$ cat src/rtl/amo_pkg.sv
package amo_pkg;

  localparam int DATA_W = 64;

  typedef enum logic [1:0] {
    LS_INV = 2'd0,
    LS_SHR = 2'd1,
    LS_EXC = 2'd2,
    LS_MOD = 2'd3
  } line_state_e;

  typedef enum logic [3:0] {
    ST_INIT = 4'd0,
    ST_IDLE = 4'd1,
    ST_INV  = 4'd2,
    ST_INVW = 4'd3,
    ST_RD   = 4'd4,
    ST_EVAL = 4'd5,
    ST_FWD  = 4'd6,
    ST_WAIT = 4'd7,
    ST_RSP  = 4'd8
  } stage_fsm_e;

  localparam logic [DATA_W-1:0] PRELOAD_MUL = 64'h0123_4567_89AB_CDEF;

  function automatic logic [DATA_W-1:0] preload_word(input logic [31:0] idx);
    return 64'(idx + 32'd1) * PRELOAD_MUL;
  endfunction

  function automatic logic line_writeable(input logic [1:0] st);
    return (st == LS_EXC) || (st == LS_MOD);
  endfunction

  function automatic logic [DATA_W-1:0] size_mask(input logic [1:0] sz);
    case (sz)
      2'd0:    return 64'h0000_0000_0000_00FF;
      2'd1:    return 64'h0000_0000_0000_FFFF;
      2'd2:    return 64'h0000_0000_FFFF_FFFF;
      default: return '1;
    endcase
  endfunction

endpackage

$ cat src/rtl/amo_word_ram.sv
module amo_word_ram #(
  parameter int DEPTH = 64,
  parameter int WIDTH = 64,
  localparam int AW = $clog2(DEPTH)
) (
  input  logic             clk,
  input  logic             we,
  input  logic [AW-1:0]    waddr,
  input  logic [WIDTH-1:0] wdata,
  input  logic [AW-1:0]    raddr,
  output logic [WIDTH-1:0] rdata
);

  logic [WIDTH-1:0] mem [DEPTH];

  // single write port, registered read port: maps onto a simple dual-port block RAM
  always_ff @(posedge clk) begin
    if (we) mem[waddr] <= wdata;
    rdata <= mem[raddr];
  end

endmodule

$ cat src/rtl/amo_sized_add.sv
module amo_sized_add
  import amo_pkg::*;
(
  input  logic [DATA_W-1:0] word_in,
  input  logic [2:0]        byte_off,
  input  logic [1:0]        size,
  input  logic [DATA_W-1:0] addend,
  output logic [DATA_W-1:0] old_val,
  output logic [DATA_W-1:0] new_word
);

  logic [2:0]        aligned;
  logic [5:0]        shamt;
  logic [DATA_W-1:0] fmask;
  logic [DATA_W-1:0] field;
  logic [DATA_W-1:0] sum;

  always_comb begin
    fmask    = size_mask(size);
    // round the byte offset down to the operand's natural alignment
    aligned  = byte_off & ~((3'd1 << size) - 3'd1);
    shamt    = {aligned, 3'b000};
    field    = (word_in >> shamt) & fmask;
    sum      = (field + addend) & fmask;
    old_val  = field;
    new_word = (word_in & ~(fmask << shamt)) | (sum << shamt);
  end

endmodule

$ cat src/rtl/amo_fadd_stage.sv
module amo_fadd_stage
  import amo_pkg::*;
#(
  parameter bit MEM_CTRL   = 1'b0,
  parameter int ADDR_W     = 16,
  parameter int NUM_LINES  = 16,
  parameter int LINE_WORDS = 4,
  parameter int MEM_WORDS  = 64
) (
  input  logic              clk,
  input  logic              rst,
  input  logic              req_valid,
  output logic              req_ready,
  input  logic [ADDR_W-1:0] req_addr,
  input  logic [1:0]        req_size,
  input  logic [63:0]       req_addend,
  output logic              fwd_valid,
  input  logic              fwd_ready,
  output logic [ADDR_W-1:0] fwd_addr,
  output logic [1:0]        fwd_size,
  output logic [63:0]       fwd_addend,
  input  logic              up_valid,
  output logic              up_ready,
  input  logic [63:0]       up_data,
  output logic              inv_valid,
  input  logic              inv_ready,
  output logic [ADDR_W-1:0] inv_addr,
  input  logic              done_valid,
  input  logic              done_dirty,
  input  logic [63:0]       done_data,
  output logic              rsp_valid,
  input  logic              rsp_ready,
  output logic [63:0]       rsp_data
);

  localparam int WOFF_W = $clog2(LINE_WORDS);
  localparam int SET_W  = $clog2(NUM_LINES);
  localparam int TAG_W  = ADDR_W - 3 - WOFF_W - SET_W;
  localparam int MIDX_W = $clog2(MEM_WORDS);
  localparam int DDEPTH = MEM_CTRL ? MEM_WORDS : NUM_LINES * LINE_WORDS;
  localparam int DIDX_W = $clog2(DDEPTH);
  localparam logic [DIDX_W-1:0] INIT_LAST = DIDX_W'(DDEPTH - 1);

  stage_fsm_e          state_q;
  logic [ADDR_W-1:0]   q_addr;
  logic [1:0]          q_size;
  logic [DATA_W-1:0]   q_addend;
  logic [DATA_W-1:0]   rsp_q;
  logic [DIDX_W-1:0]   init_cnt;

  logic [DIDX_W-1:0]   d_idx;
  logic                look_hit;
  logic                look_wr;
  logic                wb_we;
  logic                d_we;
  logic [DIDX_W-1:0]   d_waddr;
  logic [DATA_W-1:0]   d_wdata;
  logic [DATA_W-1:0]   d_rdata;
  logic [DATA_W-1:0]   add_old;
  logic [DATA_W-1:0]   add_new;
  logic                in_init;
  logic                eval_local;

  assign in_init    = (state_q == ST_INIT);
  assign eval_local = (state_q == ST_EVAL) && look_hit && look_wr;

  // ---------------- control sequencer ----------------
  always_ff @(posedge clk) begin
    if (rst) begin
      state_q  <= ST_INIT;
      init_cnt <= '0;
      q_addr   <= '0;
      q_size   <= '0;
      q_addend <= '0;
      rsp_q    <= '0;
    end else begin
      unique case (state_q)
        ST_INIT: begin
          init_cnt <= init_cnt + 1'b1;
          if (init_cnt == INIT_LAST) state_q <= ST_IDLE;
        end
        ST_IDLE: begin
          if (req_valid) begin
            q_addr   <= req_addr;
            q_size   <= req_size;
            q_addend <= req_addend;
            state_q  <= MEM_CTRL ? ST_INV : ST_RD;
          end
        end
        ST_INV:  if (inv_ready) state_q <= ST_INVW;
        ST_INVW: if (done_valid) state_q <= ST_RD;
        ST_RD:   state_q <= ST_EVAL;
        ST_EVAL: begin
          if (look_hit && look_wr) begin
            rsp_q   <= add_old;
            state_q <= ST_RSP;
          end else begin
            state_q <= ST_FWD;
          end
        end
        ST_FWD:  if (fwd_ready) state_q <= ST_WAIT;
        ST_WAIT: begin
          if (up_valid) begin
            rsp_q   <= up_data;
            state_q <= ST_RSP;
          end
        end
        ST_RSP:  if (rsp_ready) state_q <= ST_IDLE;
        default: state_q <= ST_IDLE;
      endcase
    end
  end

  assign req_ready  = (state_q == ST_IDLE);
  assign fwd_valid  = (state_q == ST_FWD);
  assign up_ready   = (state_q == ST_WAIT);
  assign inv_valid  = (state_q == ST_INV);
  assign rsp_valid  = (state_q == ST_RSP);
  assign fwd_addr   = q_addr;
  assign fwd_size   = q_size;
  assign fwd_addend = q_addend;
  assign inv_addr   = q_addr;
  assign rsp_data   = rsp_q;

  // ---------------- data storage ----------------
  always_comb begin
    d_we    = in_init || eval_local || wb_we;
    d_waddr = in_init ? init_cnt : d_idx;
    if (in_init)    d_wdata = preload_word(32'(init_cnt));
    else if (wb_we) d_wdata = done_data;
    else            d_wdata = add_new;
  end

  amo_word_ram #(.DEPTH(DDEPTH), .WIDTH(DATA_W)) u_data (
    .clk   (clk),
    .we    (d_we),
    .waddr (d_waddr),
    .wdata (d_wdata),
    .raddr (d_idx),
    .rdata (d_rdata)
  );

  amo_sized_add u_add (
    .word_in  (d_rdata),
    .byte_off (q_addr[2:0]),
    .size     (q_size),
    .addend   (q_addend),
    .old_val  (add_old),
    .new_word (add_new)
  );

  // ---------------- mode-specific lookup ----------------
  generate
    if (MEM_CTRL) begin : g_mc
      logic unused_mc;
      logic chk_done_seen;

      assign d_idx     = q_addr[3 +: MIDX_W];
      assign look_hit  = 1'b1;
      assign look_wr   = 1'b1;
      assign wb_we     = (state_q == ST_INVW) && done_valid && done_dirty;
      assign unused_mc = ^{fwd_ready, up_valid, up_data, q_addr};

      always_ff @(posedge clk) begin
        if (rst)                           chk_done_seen <= 1'b0;
        else if (req_valid && req_ready)   chk_done_seen <= 1'b0;
        else if (inv_ready == 1'b0 && done_valid && !inv_valid) chk_done_seen <= 1'b1;
      end

      AST_ADD_AFTER_INVALIDATE: assert property (@(posedge clk) disable iff (rst)
        $rose(rsp_valid) |-> chk_done_seen) else $error("response before invalidate completed");
      AST_MC_NEVER_FORWARDS: assert property (@(posedge clk) disable iff (rst)
        req_valid |-> !fwd_valid) else $error("memory controller forwarded a request");
    end else begin : g_cache
      logic [SET_W-1:0]       q_set;
      logic [WOFF_W-1:0]      q_word;
      logic [TAG_W-1:0]       q_tag;
      logic [SET_W-1:0]       init_set;
      logic                   tag_we;
      logic [SET_W-1:0]       tag_waddr;
      logic [TAG_W+1:0]       tag_wdata;
      logic [TAG_W+1:0]       tag_rdata;
      logic                   unused_c;

      assign q_word   = q_addr[3 +: WOFF_W];
      assign q_set    = q_addr[3 + WOFF_W +: SET_W];
      assign q_tag    = q_addr[ADDR_W-1 -: TAG_W];
      assign init_set = init_cnt[DIDX_W-1 -: SET_W];
      assign d_idx    = {q_set, q_word};
      assign wb_we    = 1'b0;
      assign unused_c = ^{inv_ready, done_valid, done_dirty, done_data};

      assign look_hit = (tag_rdata[1:0] != LS_INV) && (tag_rdata[TAG_W+1:2] == q_tag);
      assign look_wr  = line_writeable(tag_rdata[1:0]);

      always_comb begin
        tag_we    = (in_init && (init_cnt[WOFF_W-1:0] == '0)) ||
                    ((state_q == ST_EVAL) && look_hit);
        tag_waddr = in_init ? init_set : q_set;
        if (in_init) tag_wdata = {TAG_W'(init_set), init_set[1:0]};
        else         tag_wdata = {q_tag, look_wr ? LS_MOD : LS_INV};
      end

      amo_word_ram #(.DEPTH(NUM_LINES), .WIDTH(TAG_W + 2)) u_tags (
        .clk   (clk),
        .we    (tag_we),
        .waddr (tag_waddr),
        .wdata (tag_wdata),
        .raddr (q_set),
        .rdata (tag_rdata)
      );
    end
  endgenerate

  // ---------------- protocol checks ----------------
  AST_FWD_HOLDS: assert property (@(posedge clk) disable iff (rst)
    fwd_valid && !fwd_ready |=> fwd_valid && $stable(fwd_addr) && $stable(fwd_size) && $stable(fwd_addend))
    else $error("forward dropped or changed");
  AST_RSP_HOLDS: assert property (@(posedge clk) disable iff (rst)
    rsp_valid && !rsp_ready |=> rsp_valid && $stable(rsp_data))
    else $error("response dropped or changed");
  AST_ONE_IN_FLIGHT: assert property (@(posedge clk) disable iff (rst)
    req_ready |-> !(fwd_valid || rsp_valid || inv_valid || up_ready))
    else $error("request taken while busy");
  AST_OUTER_PASSTHRU: assert property (@(posedge clk) disable iff (rst)
    up_valid && up_ready |=> rsp_valid && (rsp_data == $past(up_data)))
    else $error("outer response altered");
  AST_OLD_ZERO_EXT: assert property (@(posedge clk) disable iff (rst)
    eval_local |=> rsp_valid && ((rsp_data & ~size_mask(fwd_size)) == '0))
    else $error("old value not zero-extended");

endmodule

$ cat config.mk
export PLATFORM = sky130hd
export DESIGN_NAME = amo_fadd_stage
export DESIGN_NICKNAME = d
export VERILOG_FILES = /design/src/rtl/amo_pkg.sv /design/src/rtl/amo_word_ram.sv /design/src/rtl/amo_sized_add.sv /design/src/rtl/amo_fadd_stage.sv
export SDC_FILE = /design/constraint.sdc
export NUM_CORES = 2
export LEC_CHECK = 0
export ABC_AREA = 0
export BUFFER_PORTS_ARGS = -buffer_cell sky130_fd_sc_hd__buf_2
export CORE_UTILIZATION = 35
export CTS_CLUSTER_SIZE = 25
export DETAILED_ROUTE_END_ITERATION = 8
export GPL_TIMING_DRIVEN = 0
export SKIP_LAST_GASP = 1
export SLEW_MARGIN = 20
export SYNTH_ARGS = -nofsm -noshare
export SYNTH_HDL_FRONTEND = slang
export SYNTH_MEMORY_MAX_BITS = 65536
export SYNTH_SLANG_ARGS = --single-unit
$ cat constraint.sdc
create_clock -name clk -period 25.8 [get_ports clk]
set_input_delay 1.29 -clock clk [delete_from_list [all_inputs] [get_ports clk]]
set_output_delay 1.29 -clock clk [all_outputs]
set_load 0.1 [all_outputs]
==> results.md <==
- Status: completed
- Area share of the largest cell type after synthesis: 70.0%
- Total net switching power: 10.2 mW
- Reg2reg setup slack: 16.47 ns
- CTS tree: yes
- FFs w/ async S/R, synth: 0%
- Critical path type: flop to flop
- Gp weighted congestion: 0.954
- Commonest cells post-synth: edfxtp_1, mux4_2, nand2_1
- Sequential area share after synthesis: 72.5%
- Worst rel slew slack: 11.3%
- DRC Markers: 0
- Cell mode on critical path: buf_4
- Share of layout cells above drive strength 1: 30.0%
- Setup TNS: 0 ns
- Clock Pin Slew Worst Setup and Hold Paths: 0.06 ns
- Initial Util: 35.2%
- Final WL: 580000 um
- Switching Share: 34.9%
- R2r startpoint: init_cnt[0]
- Sequential Power Share: 43.5%
- Largest net degree at the start of global routing: 54
- Ys flop type: edfxtp_1
- Worst EP arrival: 10.01 ns
- Worst endpoint required time: 26.48 ns
- Die height: 723 um
- CTS H-Tree Depth: 5
- Die area: 523000 um^2
- Vias in the first global route: 98.4k
- Final period util: 36.2%
- Mapped Area: 182000 um^2
- Flops & latches, synth: 4469
- First-pass GRT wire length: 794000 um
- Final instance area: 216000 um^2
- Area grow syn2layout: 18.9%
- Placed cell areas: 202000 um^2
- Die width: 723 um
- Worst slew pin tran: 1.32 ns
- Final worst slack: 16.47 ns
- Hpwl dp: 445000 um
- Initial DRT Pass Iterations: 6
- Syn_area_per_cell: 20.4 um^2
- Pwr dens: 134 nW/um^2
- # rows: 264
- GRT overflow: 0
- Final-report max-slew violation count: 0
- Number of synthesized flops with an enable pin: 4240
- Resize count post-CTS: 0
- Warnings, synthesis: 0
- Synthesized instance count: 8914
- Worst setup SP type: flop
- CP Launch Point: init_cnt[0]
- Maximum clock insertion buffer count: 4
- Top area cells in the synthesized netlist: edfxtp_1, mux4_2, dfxtp_1
- # setup viols final: 0
- Global Route Usage Sum: 21.8%
- Placed cells: 16.5k
- Final Hold Fails: 0
- Crit path capture type: flop
- Core area: 517000 um^2
- Initial DRC count: 11.7k
- Count leader, synth: edfxtp_1
- Netlist cell types: 90
- Initial antenna violation count: 57
- Worst-case vdd ir drop: 0.185 mV
- Worst hold path class: flop to flop
- Largest stage delay on the critical path: 0.83 ns
- Slowest CP cell: xor2_1
- Port buffer count: 319
- CTS Hold Bufs: 0
- Pint: 18.9 mW
- Finished Layout Cells: 17.4k
- Final min period: 9.33 ns
- Routed vias: 97.4k
- Leak: 68.3 nW
- Syn_nets: 9420
- CP Max Fanout: 15
- Clock network power share: 22.2%
- Clk sinks: 4469
- Post-Route Skew: 0.0783 ns
- Via/cell ratio: 5.60
- Root Driver: clkbuf_16
- CTS Buf Count: 444
- Clock latency on the worst-skew pair: 1.01 ns
- Nets@finish: 10.6k
- Hold Crit Start: fwd_addend[36]
- Fmax: 0.107 GHz
- DP Worst Slack: 16.65 ns
- Post-CTS setup buffers: 0
- Wire per inst: 33.3 um
- Routed Antenna Nets: 0
- Top Ports: 386
- Largest area contributor in the netlist: edfxtp_1
- Max-cap violations: 0
- Combinational share of power: 34.3%
- RSZ-0062 raised after global routing: no
==> final timing paths <==
check	to	cells after the start
setup / recovery	u_data.mem[55][51]	27
hold / removal	fwd_addend[36]	2
setup reg to reg	u_data.mem[55][51]	27
hold reg to reg	fwd_addend[36]	2
==> per-stage QoR <==
step | hold WS, ns | power [mW] | utilization, %
floorplan | 0.501 | 16.9 | -
global placement | 0.486 | 21.0 | 37.2
detailed placement | 0.490 | 22.7 | 39.0
CTS | 0.458 | 29.2 | 41.8
global route | 0.506 | 30.0 | 41.8
finish | 0.498 | 29.1 | 41.8
==> routing by layer <==
metal	vias up	part of all wire [%]	wire (um)	GRT usage, %
met5	-	0.026	149	0
met2	4644	49	286000	36.9
li1	39368	-	-	-
met1	52573	38	222000	28.0
met3	838	8.2	47300	3.94
met4	22	4.1	23600	7.90
==> power groups by stage <==
stage               logic [mW]  clock network (mW)  registers (mW)
finish                    9.98                6.47            12.6
CTS                       9.98                6.56            12.6
floorplan                 3.81                   0            13.1
global route              10.5                6.82            12.6
global placement          7.14                   0            13.9
detailed placement        9.96                   0            12.8
==> critical path, delay by kind of cell, from the launching register on <==
family	cells	cell delay, ns
buf+inv	8	1.66
fa+ha+maj	5	2.49
mux	1	0.71
compound gates	8	2.04
flops	1	0.64
xor+xnor	1	0.83
simple gates	4	0.62
==> flip-flops by register name (all words and copies together), names as in the netlist <==
name and count:
g_cache.u_tags.rdata 9, u_data.rdata 64, fwd_addr 16, fwd_size 2, init_cnt 6, g_cache.u_tags.mem 144
state_q 4, u_data.mem 4096, fwd_addend 64, rsp_data 64
==> cell families (layout without fill, tap and decap cells) <==
logic type / count (synthesis) / after routing / share of synthesized area [%]
multiplexers: 1444 / 1444 / 17.6
adder cells (fa/ha/maj): 287 / 287 / 2.28
flip-flops: 4469 / 4469 / 72.5
AND/OR/NAND/NOR: 1073 / 1073 / 2.57
AO/OA/AOI/OAI: 839 / 839 / 3.02
other: 0 / 36 / 0
XOR/XNOR: 116 / 116 / 0.558
buffers and inverters: 686 / 2220 / 1.53
==> placed cells by master, fill, tap and decap left out, types with 74 or more instances in the layout <==
master,n
a21oi_1,261
buf_12,242
buf_16,109
buf_2,436
clkbuf_1,372
clkbuf_16,449
clkbuf_2,74
clkinv_1,91
clkinv_2,81
dfxtp_1,228
edfxtp_1,4240
fa_1,74
ha_1,213
inv_1,173
mux4_2,1400
nand2_1,495
nor2_1,240
o21ai_0,113
==> cell type report <==
cell class,instances,area [um^2]
clock inverter,253,2620
sequential,4469,132000
multi-input combinational,3759,48400
inverter,176,661
clock buffer,572,11900
antenna,36,90.1
buffer,510,2240
timing repair buffer,709,9870
tap,6916,8650
fill,44668,301000
Power figures use the tool's default switching activity.
